## config.mk

```make
export PLATFORM = sky130hd
export DESIGN_NAME = intc_cmd_seq
export DESIGN_NICKNAME = d
export VERILOG_FILES = /design/src/rtl/intc_pkg.sv /design/src/rtl/intc_pick.sv /design/src/rtl/intc_init_fsm.sv /design/src/rtl/intc_cmd_seq.sv
export SDC_FILE = /design/constraint.sdc
export NUM_CORES = 1
export LEC_CHECK = 0
export BUFFER_PORTS_ARGS = -buffer_cell sky130_fd_sc_hd__buf_2
export CORE_ASPECT_RATIO = 1.75
export CORE_MARGIN = 3
export CORE_UTILIZATION = 55
export CTS_CLUSTER_SIZE = 28
export DETAILED_ROUTE_END_ITERATION = 7
export GPL_TIMING_DRIVEN = 0
export HOLD_SLACK_MARGIN = 0.15
export PLACE_DENSITY = 0.86
export RECOVER_POWER = 50
export SLEW_MARGIN = 25
export SYNTH_ARGS = -nofsm -noshare
export SYNTH_HDL_FRONTEND = slang
export SYNTH_SLANG_ARGS = --single-unit
```

## constraint.sdc

```tcl
create_clock -name clk -period 4.3 [get_ports clk]
set_clock_uncertainty 0.15 [all_clocks]
set_input_delay 0.215 -clock clk [delete_from_list [all_inputs] [get_ports clk]]
set_output_delay 0.215 -clock clk [all_outputs]
set_load 0.01 [all_outputs]
```

## src/rtl/intc_pkg.sv

```systemverilog
package intc_pkg;
  localparam int unsigned NLINES = 8;
  localparam int unsigned LW     = $clog2(NLINES);
  localparam int unsigned DW     = 8;

  typedef enum logic [1:0] {
    STEP_IDLE = 2'd0,
    STEP_BASE = 2'd1,
    STEP_CASC = 2'd2,
    STEP_MODE = 2'd3
  } step_e;

  localparam logic [2:0] OP_RAEOI_OFF = 3'd0;
  localparam logic [2:0] OP_EOI_NS    = 3'd1;
  localparam logic [2:0] OP_EOI_SP    = 3'd3;
  localparam logic [2:0] OP_RAEOI_ON  = 3'd4;
  localparam logic [2:0] OP_EOI_NSROT = 3'd5;
  localparam logic [2:0] OP_SETBASE   = 3'd6;
  localparam logic [2:0] OP_EOI_SPROT = 3'd7;
endpackage

```

## src/rtl/intc_pick.sv

```systemverilog
module intc_pick #(
  parameter int unsigned N  = 8,
  parameter int unsigned LW = $clog2(N)
) (
  input  logic [N-1:0]  vec,
  input  logic [LW-1:0] base,
  output logic          found,
  output logic [LW-1:0] line
);
  // Search upward from base, wrapping modulo N; the nearest set bit wins.
  always_comb begin
    found = 1'b0;
    line  = '0;
    for (int k = N - 1; k >= 0; k--) begin
      if (vec[LW'(base + LW'(k))]) begin
        found = 1'b1;
        line  = LW'(base + LW'(k));
      end
    end
  end
endmodule

```

## src/rtl/intc_init_fsm.sv

```systemverilog
module intc_init_fsm
  import intc_pkg::*;
#(
  parameter int unsigned DW = 8,
  parameter int unsigned LW = 3
) (
  input  logic             clk,
  input  logic             rst_n,
  input  logic             start,
  input  logic             data_wr,
  input  logic [DW-1:0]    wdata,
  output step_e            step,
  output logic [DW-LW-1:0] vbase,
  output logic             sfnm,
  output logic             aeoi,
  output logic             load_mask
);
  step_e            step_q, step_n;
  logic [DW-LW-1:0] vbase_q, vbase_n;
  logic             single_q, single_n, four_q, four_n;
  logic             sfnm_q, sfnm_n, aeoi_q, aeoi_n;

  always_comb begin
    step_n   = step_q;
    vbase_n  = vbase_q;
    single_n = single_q;
    four_n   = four_q;
    sfnm_n   = sfnm_q;
    aeoi_n   = aeoi_q;
    if (start) begin
      step_n   = STEP_BASE;
      vbase_n  = '0;
      sfnm_n   = 1'b0;
      aeoi_n   = 1'b0;
      four_n   = wdata[0];
      single_n = wdata[1];
    end else if (data_wr) begin
      unique case (step_q)
        STEP_BASE: begin
          vbase_n = wdata[DW-1:LW];
          if (single_q) step_n = four_q ? STEP_MODE : STEP_IDLE;
          else          step_n = STEP_CASC;
        end
        STEP_CASC: step_n = four_q ? STEP_MODE : STEP_IDLE;
        STEP_MODE: begin
          sfnm_n = wdata[4];
          aeoi_n = wdata[1];
          step_n = STEP_IDLE;
        end
        default: step_n = STEP_IDLE;
      endcase
    end
  end

  always_ff @(posedge clk or negedge rst_n) begin
    if (!rst_n) begin
      step_q   <= STEP_IDLE;
      vbase_q  <= '0;
      single_q <= 1'b0;
      four_q   <= 1'b0;
      sfnm_q   <= 1'b0;
      aeoi_q   <= 1'b0;
    end else if (start || data_wr) begin
      step_q   <= step_n;
      vbase_q  <= vbase_n;
      single_q <= single_n;
      four_q   <= four_n;
      sfnm_q   <= sfnm_n;
      aeoi_q   <= aeoi_n;
    end
  end

  assign step      = step_q;
  assign vbase     = vbase_q;
  assign sfnm      = sfnm_q;
  assign aeoi      = aeoi_q;
  assign load_mask = data_wr && !start && (step_q == STEP_IDLE);

  // a single controller never visits the cascade step
  a_r3_single_skips_casc: assert property (@(posedge clk) disable iff (!rst_n)
    single_q |-> (step_q != STEP_CASC));
  // the mode word always returns the sequence to idle
  a_r4_mode_to_idle: assert property (@(posedge clk) disable iff (!rst_n)
    (data_wr && !start && step_q == STEP_MODE) |=> (step_q == STEP_IDLE));
endmodule

```

## src/rtl/intc_cmd_seq.sv

```systemverilog
module intc_cmd_seq
  import intc_pkg::*;
(
  input  logic          clk,
  input  logic          rst_n,
  input  logic          wr_en,
  input  logic          rd_en,
  input  logic          addr,
  input  logic [DW-1:0] wdata,
  output logic [DW-1:0] rdata,
  input  logic [DW-1:0] pend_i,
  input  logic          req_valid,
  input  logic [LW-1:0] req_line,
  input  logic          ack,
  output logic [DW-1:0] vector_o,
  output logic [DW-1:0] imr_o,
  output logic [DW-1:0] isr_o,
  output logic [LW-1:0] rot_base_o,
  output logic          smask_o,
  output logic          sfnm_o
);
  localparam logic [LW-1:0] SPURIOUS = LW'(NLINES - 1);

  logic [DW-1:0] imr_q, imr_n, isr_q, isr_n, isr_set, isr_clr;
  logic [LW-1:0] rot_q, rot_n;
  logic          rsel_q, rsel_n, poll_q, poll_n, smask_q, smask_n;
  logic          raeoi_q, raeoi_n;

  // command decode
  logic          icw1, ocw3, ocw2, poll_rd, ack_go;
  logic [2:0]    op;
  logic [LW-1:0] tgt;
  assign icw1    = wr_en && !addr && wdata[4];
  assign ocw3    = wr_en && !addr && !wdata[4] && wdata[3];
  assign ocw2    = wr_en && !addr && !wdata[4] && !wdata[3];
  assign op      = wdata[7:5];
  assign tgt     = wdata[LW-1:0];
  assign poll_rd = rd_en && poll_q;
  assign ack_go  = (ack || poll_rd) && req_valid;

  step_e            step;
  logic [DW-LW-1:0] vbase;
  logic             sfnm, aeoi, load_mask;

  intc_init_fsm #(.DW(DW), .LW(LW)) u_init (
    .clk(clk), .rst_n(rst_n), .start(icw1), .data_wr(wr_en && addr),
    .wdata(wdata), .step(step), .vbase(vbase), .sfnm(sfnm), .aeoi(aeoi),
    .load_mask(load_mask)
  );

  logic          eoi_found;
  logic [LW-1:0] eoi_line;
  intc_pick #(.N(NLINES), .LW(LW)) u_pick (
    .vec(isr_q), .base(rot_q), .found(eoi_found), .line(eoi_line)
  );

  always_comb begin
    isr_set = '0;
    isr_clr = '0;
    rot_n   = rot_q;
    raeoi_n = raeoi_q;
    rsel_n  = rsel_q;
    poll_n  = poll_q;
    smask_n = smask_q;
    imr_n   = imr_q;
    if (poll_rd) poll_n = 1'b0;
    if (ack_go) begin
      if (!aeoi)        isr_set[req_line] = 1'b1;
      else if (raeoi_q) rot_n = LW'(req_line + 1'b1);
    end
    if (ocw2) begin
      unique case (op)
        OP_RAEOI_OFF: raeoi_n = 1'b0;
        OP_RAEOI_ON:  raeoi_n = 1'b1;
        OP_EOI_NS, OP_EOI_NSROT: if (eoi_found) begin
          isr_clr[eoi_line] = 1'b1;
          if (op == OP_EOI_NSROT) rot_n = LW'(eoi_line + 1'b1);
        end
        OP_EOI_SP:    isr_clr[tgt] = 1'b1;
        OP_SETBASE:   rot_n = LW'(tgt + 1'b1);
        OP_EOI_SPROT: begin
          isr_clr[tgt] = 1'b1;
          rot_n        = LW'(tgt + 1'b1);
        end
        default: ;
      endcase
    end
    if (ocw3) begin
      if (wdata[2]) poll_n  = 1'b1;
      if (wdata[1]) rsel_n  = wdata[0];
      if (wdata[6]) smask_n = wdata[5];
    end
    if (load_mask) imr_n = wdata;
    isr_n = (isr_q & ~isr_clr) | isr_set;
    if (icw1) begin
      imr_n = '0; isr_n = '0; rot_n = '0; rsel_n = 1'b0;
      poll_n = 1'b0; smask_n = 1'b0; raeoi_n = 1'b0;
    end
  end

  logic upd;
  assign upd = wr_en || ack_go || poll_rd;

  always_ff @(posedge clk or negedge rst_n) begin
    if (!rst_n) begin
      imr_q <= '0; isr_q <= '0; rot_q <= '0; rsel_q <= 1'b0;
      poll_q <= 1'b0; smask_q <= 1'b0; raeoi_q <= 1'b0;
    end else if (upd) begin
      imr_q <= imr_n; isr_q <= isr_n; rot_q <= rot_n; rsel_q <= rsel_n;
      poll_q <= poll_n; smask_q <= smask_n; raeoi_q <= raeoi_n;
    end
  end

  always_comb begin
    if (poll_q)     rdata = req_valid ? {1'b1, {(DW-LW-1){1'b0}}, req_line} : '0;
    else if (addr)  rdata = imr_q;
    else if (rsel_q) rdata = isr_q;
    else            rdata = pend_i;
  end

  assign vector_o   = {vbase, req_valid ? req_line : SPURIOUS};
  assign imr_o      = imr_q;
  assign isr_o      = isr_q;
  assign rot_base_o = rot_q;
  assign smask_o    = smask_q;
  assign sfnm_o     = sfnm;

  // initialization leaves the operating registers cleared
  a_r2_init_clears: assert property (@(posedge clk) disable iff (!rst_n)
    icw1 |=> (imr_q == '0 && isr_q == '0 && rot_q == '0 && !poll_q));
  // an idle-step write at address 1 lands in the mask
  a_r3_mask_load: assert property (@(posedge clk) disable iff (!rst_n)
    (wr_en && addr && step == STEP_IDLE) |=> (imr_q == $past(wdata)));
  // a non-specific end clears exactly one bit when any is in service
  a_r6_eoi_one: assert property (@(posedge clk) disable iff (!rst_n)
    (ocw2 && op == OP_EOI_NS && isr_q != '0 && !ack && !rd_en)
    |=> ($countones(isr_q) == $countones($past(isr_q)) - 1));
  // a spurious acknowledge changes nothing
  a_r8_spurious_hold: assert property (@(posedge clk) disable iff (!rst_n)
    (ack && !req_valid && !wr_en && !rd_en) |=> ($stable(isr_q) && $stable(rot_q)));
  // auto end-of-interrupt acknowledges leave in-service untouched
  a_r9_aeoi_no_set: assert property (@(posedge clk) disable iff (!rst_n)
    (ack && aeoi && !wr_en && !rd_en) |=> $stable(isr_q));
  // poll mode ends after one read
  a_r10_poll_once: assert property (@(posedge clk) disable iff (!rst_n)
    (rd_en && poll_q && !wr_en) |=> !poll_q);
endmodule

```

==> results.py, run 1 <==
metrics = {
    "worst_setup_path": {
        "worstPathMaxFanout": 10,
        "critPathSlowestCell": "xor2_1",
        "required_ns": 4.33,
        "start_kind": "register",
        "critPathBufInv": 2,
        "crit_chain": "inv_1 > clkbuf_1 > ha_1 > xor2_1 > mux2i_1 > nor2_1 > a221oi_1 > o211a_1 > nor3_4 > ha_1 > a22oi_1 > o22ai_1 > and2_1",
        "cp_data_arrival_time_ns": 4.05,
        "setup.worst_path.end_class": "register",
        "cpLargestDelayFamily": "compound AO/OA/AOI/OAI gates",
        "crit_path_frequent_cell": "ha_1",
        "criticalPathCategory": "register to register",
        "max_stage_delay_ns": 0.51,
    },
    "routing": {
        "ant_nets": 0,
        "wl_met1_um": 3570,
        "drtIter0Drc": 252,
        "top_layer": "met4",
        "drc_errors": 0,
        "drtPass1Iterations": 5,
        "wl_met3_um": 554,
        "via_per_inst": 6.44,
        "wire_per_inst_um": 19.0,
        "routed_wl_um": 10500,
        "num_vias": 3561,
        "wl_met2_um": 5720,
    },
    "timing": {
        "slew_violations": 35,
        "tightest_slew_ns": 1.92,
        "hold_slack_ns": 0.195,
        "fin_tns_setup_ns": 0,
        "hold_viol": 0,
        "post-route-min-period_ns": 4.02,
        "finalSetupViolCount": 0,
        "fmaxAchievable_ghz": 0.249,
        "layout_worst_path_cycle_share": 0.935,
        "max_slew_margin": -0.282,
        "grt_setup_unrepaired": "no",
        "setup_slack_ns": 0.278,
    },
    "clock_tree": {
        "htreeDepth": 2,
        "clock_sinks": 34,
        "clk_pin_slew_ns": 0.07,
        "cts_buffer_depth": 2,
        "cts_made_buffers": 5,
        "cts_setup_buffers": 0,
        "root_buffer": "clkbuf_8",
        "insertion_delay_ns": 0.29,
        "tritoncts": "done",
    },
    "logic_synthesis": {
        "synth_top_area_frac": 0.259,
        "synth_nets": 440,
        "synth_edf_count": 0,
        "synth_top_area_cell": "dfrtp_1",
        "yosys_most_used_dff": "dfrtp_1",
        "syn_inst": 405,
        "yosys-top-cells-area": "dfrtp_1 26%, nand2_1 6.6%, mux2i_1 5.2%, o21ai_0 5.0%, mux4_2 4.8%",
        "synth_warnings": 0,
        "syn_area_per_cell_um2": 8.12,
        "ys_ff_latch": 34,
        "syn_area_um2": 3290,
        "ys_types": 66,
        "ys_async_sr_fraction": 1.00,
        "yosysSeqAreaShare": 0.259,
    },
    "die": {
        "start_util": 0.580,
        "fp-row-count": 36,
        "ios": 63,
        "core-area_um2": 5680,
        "die_h_um": 108,
        "dieArea_um2": 6980,
        "die_w_um": 64.5,
    },
    "cells_and_area": {
        "fill_cells": 505,
        "areaGrowthSynthToFinish_pct": 16.2,
        "final_layout_size_suffix_gt1_frac": 0.164,
        "regArea_um2": 851,
        "layout_common_cells": "58 x nand2_1, 50 x clkbuf_1, 37 x buf_2",
        "design_area_um2": 3820,
        "n_antenna_cell": 0,
        "nNetsFinal": 511,
        "multi_input_area_um2": 2240,
        "layout_commonest_cell": "nand2_1",
    },
    "outcome": {
        "failed_checks": "max-capacitance violations, max-slew violations",
        "status": "finished, violations left",
    },
    "placement": {
        "place_area_um2": 3680,
        "hpwl_um": 8140,
        "portBuffers": 59,
        "pre_cts_ws_ns": 0.270,
        "gp_congestion": 0.958,
    },
    "power_and_ir_drop": {
        "leakagePower_nw": 1.53,
        "power_density_nw_per_um2": 401,
        "ir_drop_mv": 0.260,
    },
    "global_route": {
        "overflow": 0,
        "grt_max_degree": 35,
        "grt_use_total": 0.311,
        "grt_pass1_vias": 3689,
        "grt_pass1_wl_um": 16900,
        "antenna_found_initial": 0,
    },
    "flow_run": {
        "maxCapViolCount": 1,
    },
    "min_path": {
        "hold_path_class": "primary input to register",
    },
}
[cells in the mapped netlist (all sizes together), types with 9 or more instances]
master	count
nand3	15
a21oi	31
mux2i	18
nor2	32
mux4	10
dfrtp	34
nand2	58
nand2b	9
inv	16
clkbuf	26
nor3	11
ha	9
o21ai	34
[flip-flops by register name, indices dropped and copies added (netlist names)]
signal / flops
smask_o: 1
u_init.sfnm: 1
u_init.step: 2
raeoi_q: 1
u_init.single_q: 1
rsel_q: 1
poll_q: 1
rot_base_o: 3
u_init.aeoi: 1
isr_o: 8
u_init.vbase: 5
u_init.four_q: 1
imr_o: 8
[area by class of cell]
type                    instances  share of cell area
repair buffers                 64              0.0825
clock buffers                   8              0.0288
plain buffers                  32              0.0393
multi-input cells             323               0.586
inverters                      16              0.0157
flip-flops and latches         34               0.223
well taps                      76              0.0249
[path summary, 6_finish.rpt]
kind	startpoint	endpoint	slack (ns)	cells past startpoint
worst max-delay path	rot_base_o[1]	rot_base_o[1]	0.28	13
worst min-delay path	wdata[2]	imr_o[2]	0.20	3
worst min register to register	imr_o[6]	imr_o[6]	0.36	2
worst max register to register	rot_base_o[1]	rot_base_o[1]	0.28	13
max in group asynchronous	rst_n	u_init.vbase[3]	2.05	2
min in group asynchronous	rst_n	u_init.single_q	0.85	2
[kinds of logic (layout without fill, tap and decap cells)]
| group | count (synthesis) | in the layout | synth area share |
|---|---|---|---|
| simple gates | 157 | 157 | 0.230 |
| flops | 34 | 34 | 0.259 |
| compound gates | 117 | 117 | 0.239 |
| mux | 35 | 35 | 0.159 |
| xor+xnor | 5 | 5 | 0.0156 |
| buf+inv | 48 | 120 | 0.0639 |
| fa+ha+maj | 9 | 9 | 0.0342 |
[tightest hold or removal path, cell delays in order]
cell and delay (ns):
clkbuf_1 0.20, nand2_1 0.11, o21ai_0 0.07
[report_power, final]
group,internal (mW),switching (mW)
logic,0.347,0.470
registers,0.374,0.0573
clock network,0.162,0.121
total,0.883,0.648
[per-layer routing]
layer / track usage / up-vias
met2: 0.595 / 200
met1: 0.289 / 1660
met4: 0.227 / 0
met5: 0 / -
met3: 0.0447 / 67
li1: - / 1634
[stage by stage]
stage	total power [mW]	std cells	util
3_5_place_dp	1.23	540	0.648
6_report	1.53	553	0.674
5_1_grt	1.61	553	0.674
2_1_floorplan	1.01	405	-
3_3_place_gp	1.21	540	0.648
4_1_cts	1.52	553	0.677
[timing repair]
action	in CTS	in global routing
hold endpoints to repair	42	0
hold buffers	5	0
setup endpoints to repair	0	1
resized for setup	0	1
Note: power is estimated with default switching activity, not from simulation.
==> run 2: changes to the inputs <==
--- a/config.mk
+++ b/config.mk
@@ -6,9 +6,11 @@
 export NUM_CORES = 1
 export LEC_CHECK = 0
 export BUFFER_PORTS_ARGS = -buffer_cell sky130_fd_sc_hd__buf_2
+export CAP_MARGIN = 5
 export CORE_ASPECT_RATIO = 1.75
 export CORE_MARGIN = 3
 export CORE_UTILIZATION = 55
+export CTS_BUF_LIST = sky130_fd_sc_hd__clkbuf_4
 export CTS_CLUSTER_SIZE = 28
 export DETAILED_ROUTE_END_ITERATION = 7
 export GPL_TIMING_DRIVEN = 0
==> results.py, run 2 (same netlist as run 1, synthesis figures left out) <==
metrics = {
    "worst_setup_path": {
        "setup.worst_path.end_class": "register",
        "rr_endpoint": "rot_base_o[1]",
        "cp_data_arrival_time_ns": 4.16,
        "required_ns": 4.41,
        "worstPathMaxFanout": 10,
        "regToRegSetupSlack_ns": 0.25,
        "reg2reg_from": "rot_base_o[1]",
        "r2r_cells": 13,
        "start_kind": "register",
        "criticalPathCategory": "register to register",
    },
    "die": {
        "start_util": 0.580,
        "fp-row-count": 36,
        "dieArea_um2": 6980,
        "core-area_um2": 5680,
        "ios": 63,
        "die_h_um": 108,
        "die_w_um": 64.5,
    },
    "timing": {
        "layout_worst_path_cycle_share": 0.942,
        "max_slew_margin": -0.265,
        "hold_slack_ns": 0.207,
        "slew_violations": 35,
        "grt_setup_unrepaired": "no",
        "fmaxAchievable_ghz": 0.247,
        "post-route-min-period_ns": 4.05,
        "fin_tns_setup_ns": 0,
        "hold_viol": 0,
        "tightest_slew_ns": 1.90,
        "finalSetupViolCount": 0,
    },
    "routing": {
        "drtPass1Iterations": 8,
        "wire_per_inst_um": 19.1,
        "ant_nets": 0,
        "drc_errors": 0,
        "drtIter0Drc": 215,
        "via_per_inst": 6.47,
        "routed_wl_um": 10600,
        "num_vias": 3590,
    },
    "cells_and_area": {
        "final_layout_size_suffix_gt1_frac": 0.167,
        "final_util": 0.667,
        "fill_cells": 525,
        "design_area_um2": 3790,
        "regArea_um2": 851,
        "layout_commonest_cell": "nand2_1",
        "areaGrowthSynthToFinish_pct": 15.1,
        "nNetsFinal": 513,
        "n_antenna_cell": 0,
        "layout_common_cells": "58 x nand2_1, 45 x clkbuf_1, 42 x buf_2",
        "multi_input_area_um2": 2240,
    },
    "min_path": {
        "worst_hold_startpoint": "addr",
        "whs_path_depth": 4,
        "hold_path_class": "primary input to register",
        "worstHoldEndpoint": "isr_o[5]",
    },
    "power_and_ir_drop": {
        "p_clk_frac": 0.121,
        "total_switching_power_mw": 0.645,
        "seq_power_share": 0.302,
        "pwr-share-comb": 0.577,
        "leakagePower_nw": 1.52,
        "ir_drop_mv": 0.259,
        "power_density_nw_per_um2": 377,
        "power_mw": 1.43,
        "p_int_mw": 0.783,
        "swShare": 0.452,
    },
    "placement": {
        "place_area_um2": 3680,
        "hpwl_um": 8140,
        "gp_congestion": 0.958,
        "portBuffers": 59,
    },
    "clock_tree": {
        "root_buffer": "clkbuf_4",
        "insertion_delay_ns": 0.35,
        "tritoncts": "done",
        "cts_buffer_depth": 2,
        "htreeDepth": 2,
        "cts_setup_buffers": 0,
        "clk_pin_slew_ns": 0.12,
        "clock_sinks": 34,
        "cts_made_buffers": 5,
    },
    "global_route": {
        "grt_max_degree": 35,
        "grt_pass1_wl_um": 17000,
        "antenna_found_initial": 0,
        "grt_use_total": 0.312,
        "overflow": 0,
        "grt_pass1_vias": 3683,
    },
    "flow_run": {
        "maxCapViolCount": 1,
    },
    "outcome": {
        "failed_checks": "max-capacitance violations, max-slew violations",
        "status": "finished, violations left",
    },
}
==> run 2: area by class of cell <==
| cell class | count | area share |
|---|---|---|
| clock inverter | 3 | 0.00297 |
| clock buffer | 5 | 0.00991 |
| timing repair buffer | 66 | 0.0902 |
| inverter | 16 | 0.0159 |
| sequential | 34 | 0.225 |
| buffer | 32 | 0.0396 |
| tap | 76 | 0.0251 |
| multi-input combinational | 323 | 0.592 |
==> run 2: through the flow <==
stage	worst slack, ns	std cells
after floorplan	0.987	405
after global placement	0.364	540
after detailed placement	0.270	540
after CTS	0.236	555
after global routing	0.107	555
final	0.248	555
==> run 2: critical path: stages, from the launching register on <==
cell	delay, ns
dfrtp_1	0.51
inv_1	0.16
clkbuf_1	0.40
ha_1	0.35
xor2_1	0.55
mux2i_1	0.16
nor2_1	0.14
a221oi_1	0.10
o211a_1	0.26
nor3_4	0.36
ha_1	0.30
a22oi_1	0.21
o22ai_1	0.13
and2_1	0.17
==> run 2: per-layer routing <==
layer	global-route usage	routed length, um
met4	0.230	708
met5	0	0
met1	0.293	3440
met3	0.0385	733
met2	0.597	5710
==> run 2: worst max-delay path by stage <==
stage | start | endpoint | slack [ns]
finish | rot_base_o[1] | rot_base_o[1] | 0.25
floorplan | rot_base_o[0] | rot_base_o[1] | 0.99
global route | rot_base_o[1] | rot_base_o[1] | 0.11
global placement | rot_base_o[1] | rot_base_o[1] | 0.36
detailed placement | rot_base_o[1] | rot_base_o[1] | 0.27
CTS | rot_base_o[1] | rot_base_o[1] | 0.24
==> run 2: power by group through the flow <==
stage / Clock [mW] / Combinational, mW / Sequential, mW
after floorplan: 0 / 0.567 / 0.443
after global placement: 0 / 0.777 / 0.430
after detailed placement: 0 / 0.801 / 0.434
after CTS: 0.173 / 0.810 / 0.428
after global routing: 0.186 / 0.881 / 0.439
final: 0.173 / 0.824 / 0.431
==> run 2: what timing repair did <==
item                       4_1_cts  5_1_grt
hold buffers                     7        0
resized for setup                0        1
hold endpoints to repair        45        0
setup endpoints to repair        0        1
==> run 3: changes to the inputs <==
--- a/config.mk
+++ b/config.mk
@@ -9,13 +9,13 @@
 export CAP_MARGIN = 5
 export CORE_ASPECT_RATIO = 1.75
 export CORE_MARGIN = 3
-export CORE_UTILIZATION = 55
+export CORE_UTILIZATION = 35
 export CTS_BUF_LIST = sky130_fd_sc_hd__clkbuf_4
 export CTS_CLUSTER_SIZE = 28
 export DETAILED_ROUTE_END_ITERATION = 7
 export GPL_TIMING_DRIVEN = 0
 export HOLD_SLACK_MARGIN = 0.15
-export PLACE_DENSITY = 0.86
+export PLACE_DENSITY = 0.62
 export RECOVER_POWER = 50
 export SLEW_MARGIN = 25
 export SYNTH_ARGS = -nofsm -noshare
==> results.py, run 3 (same netlist as run 1, synthesis figures left out) <==
metrics = {
    "die": {
        "ios": 63,
        "dieArea_um2": 10600,
        "die_h_um": 134,
        "fp-row-count": 46,
        "start_util": 0.362,
        "core-area_um2": 9090,
        "die_w_um": 79.3,
    },
    "worst_setup_path": {
        "crit_path_frequent_cell": "ha_1",
        "crit_chain": "inv_1 > clkbuf_1 > ha_1 > xor2_1 > mux2i_1 > nor2_1 > a221oi_1 > o211a_1 > nor3_4 > ha_1 > a22oi_1 > o22ai_1 > and2_1",
        "critPathBufInv": 2,
        "critPathSlowestCell": "xor2_1",
        "cpLargestDelayFamily": "simple AND/OR/NAND/NOR gates",
        "start_kind": "register",
        "worstPathMaxFanout": 10,
        "required_ns": 4.41,
        "max_stage_delay_ns": 0.52,
        "setup.worst_path.end_class": "register",
        "cp_data_arrival_time_ns": 4.07,
        "criticalPathCategory": "register to register",
    },
    "timing": {
        "grt_setup_unrepaired": "no",
        "layout_worst_path_cycle_share": 0.922,
        "max_slew_margin": -0.277,
        "tightest_slew_ns": 1.92,
        "finalSetupViolCount": 0,
        "fin_tns_setup_ns": 0,
        "fmaxAchievable_ghz": 0.252,
        "slew_violations": 35,
        "post-route-min-period_ns": 3.96,
        "hold_slack_ns": 0.176,
        "hold_viol": 0,
    },
    "cells_and_area": {
        "n_antenna_cell": 0,
        "layout_common_cells": "58 x nand2_1, 45 x clkbuf_1, 43 x buf_2",
        "final_layout_size_suffix_gt1_frac": 0.172,
        "areaGrowthSynthToFinish_pct": 16.3,
        "nNetsFinal": 512,
        "layout_commonest_cell": "nand2_1",
        "final_util": 0.421,
        "design_area_um2": 3830,
    },
    "power_and_ir_drop": {
        "leakagePower_nw": 1.53,
        "power_mw": 1.44,
        "ir_drop_mv": 0.208,
        "power_density_nw_per_um2": 377,
    },
    "global_route": {
        "grt_pass1_wl_um": 17700,
        "grt_use_total": 0.214,
        "grt_max_degree": 35,
        "antenna_found_initial": 0,
        "overflow": 0,
        "grt_pass1_vias": 3558,
    },
    "clock_tree": {
        "tritoncts": "done",
        "root_buffer": "clkbuf_4",
        "htreeDepth": 2,
        "cts_buffer_depth": 2,
        "cts_setup_buffers": 0,
        "cts_made_buffers": 5,
        "clk_pin_slew_ns": 0.11,
        "insertion_delay_ns": 0.35,
        "clock_sinks": 34,
    },
    "placement": {
        "place_area_um2": 3740,
        "gp_congestion": 0.947,
        "hpwl_um": 8950,
        "portBuffers": 59,
    },
    "flow_run": {
        "maxCapViolCount": 1,
    },
    "min_path": {
        "hold_path_class": "primary input to register",
    },
    "routing": {
        "drtIter0Drc": 209,
        "drc_errors": 0,
        "via_per_inst": 5.80,
        "num_vias": 3470,
        "ant_nets": 0,
        "wire_per_inst_um": 19.0,
        "drtPass1Iterations": 4,
        "routed_wl_um": 11300,
    },
    "outcome": {
        "failed_checks": "max-capacitance violations, max-slew violations",
        "status": "finished, violations left",
    },
}
[run 3: cell types whose count changed in the layout (fill, tap and decap cells not counted), sizes merged]
cell	before	now
buf	46	47
dlygate4sd3	7	5
clkinv	3	2
clkbuf	50	51
[run 3: worst paths after layout]
check | startpoint | cells past startpoint | slack [ns] | to
worst min-delay path | wdata[2] | 3 | 0.18 | poll_q
worst max-delay path | rot_base_o[1] | 13 | 0.34 | rot_base_o[1]
worst max register to register | rot_base_o[1] | 13 | 0.34 | rot_base_o[1]
min in group asynchronous | rst_n | 2 | 0.77 | raeoi_q
max in group asynchronous | rst_n | 2 | 2.13 | isr_o[3]
worst min register to register | imr_o[0] | 2 | 0.37 | imr_o[0]
[run 3: final cells by class]
| class | count | area (um2) |
|---|---|---|
| buffer | 32 | 150 |
| clock inverter | 2 | 8.76 |
| fill | 982 | 5270 |
| timing repair buffer | 65 | 327 |
| multi-input combinational | 323 | 2230 |
| tap | 120 | 150 |
| clock buffer | 6 | 45.0 |
| sequential | 34 | 851 |
| inverter | 16 | 60.1 |
[run 3: worst reg2reg max path, delay by kind of cell, from the launching register on]
family,cells,cell delay [ns]
xor gates and xnor gates,1,0.53
and+or+nand+nor,3,0.67
buffers and inverters,2,0.57
muxes,1,0.15
AOI/OAI and AO/OA,4,0.64
adders and majority gates,2,0.64
DFF,1,0.51
[run 3: timing repair]
item | 4_1_cts | 5_1_grt
endpoints found under the setup margin | 0 | 1
hold endpoints to repair | 43 | 0
gates resized for setup | 0 | 1
hold buffers | 5 | 0
[run 3: per-stage QoR]
step,worst slack (ns),instances
after floorplan,0.987,405
after global routing,0.0959,598
after global placement,0.356,584
after detailed placement,0.287,585
final,0.337,598
after CTS,0.274,598
[run 3: power breakdown]
part	internal, mW	total (mW)	switching (mW)
Clock	0.0677	0.183	0.115
Combinational	0.350	0.830	0.480
Sequential	0.373	0.432	0.0581
Total	0.791	1.44	0.653
[run 3: metal layers]
metal,routed length [um],track usage,part of all wire
met5,0,0,0
met4,606,0.127,0.053
met3,534,0.0289,0.047
met2,6260,0.413,0.55
met1,3940,0.206,0.35
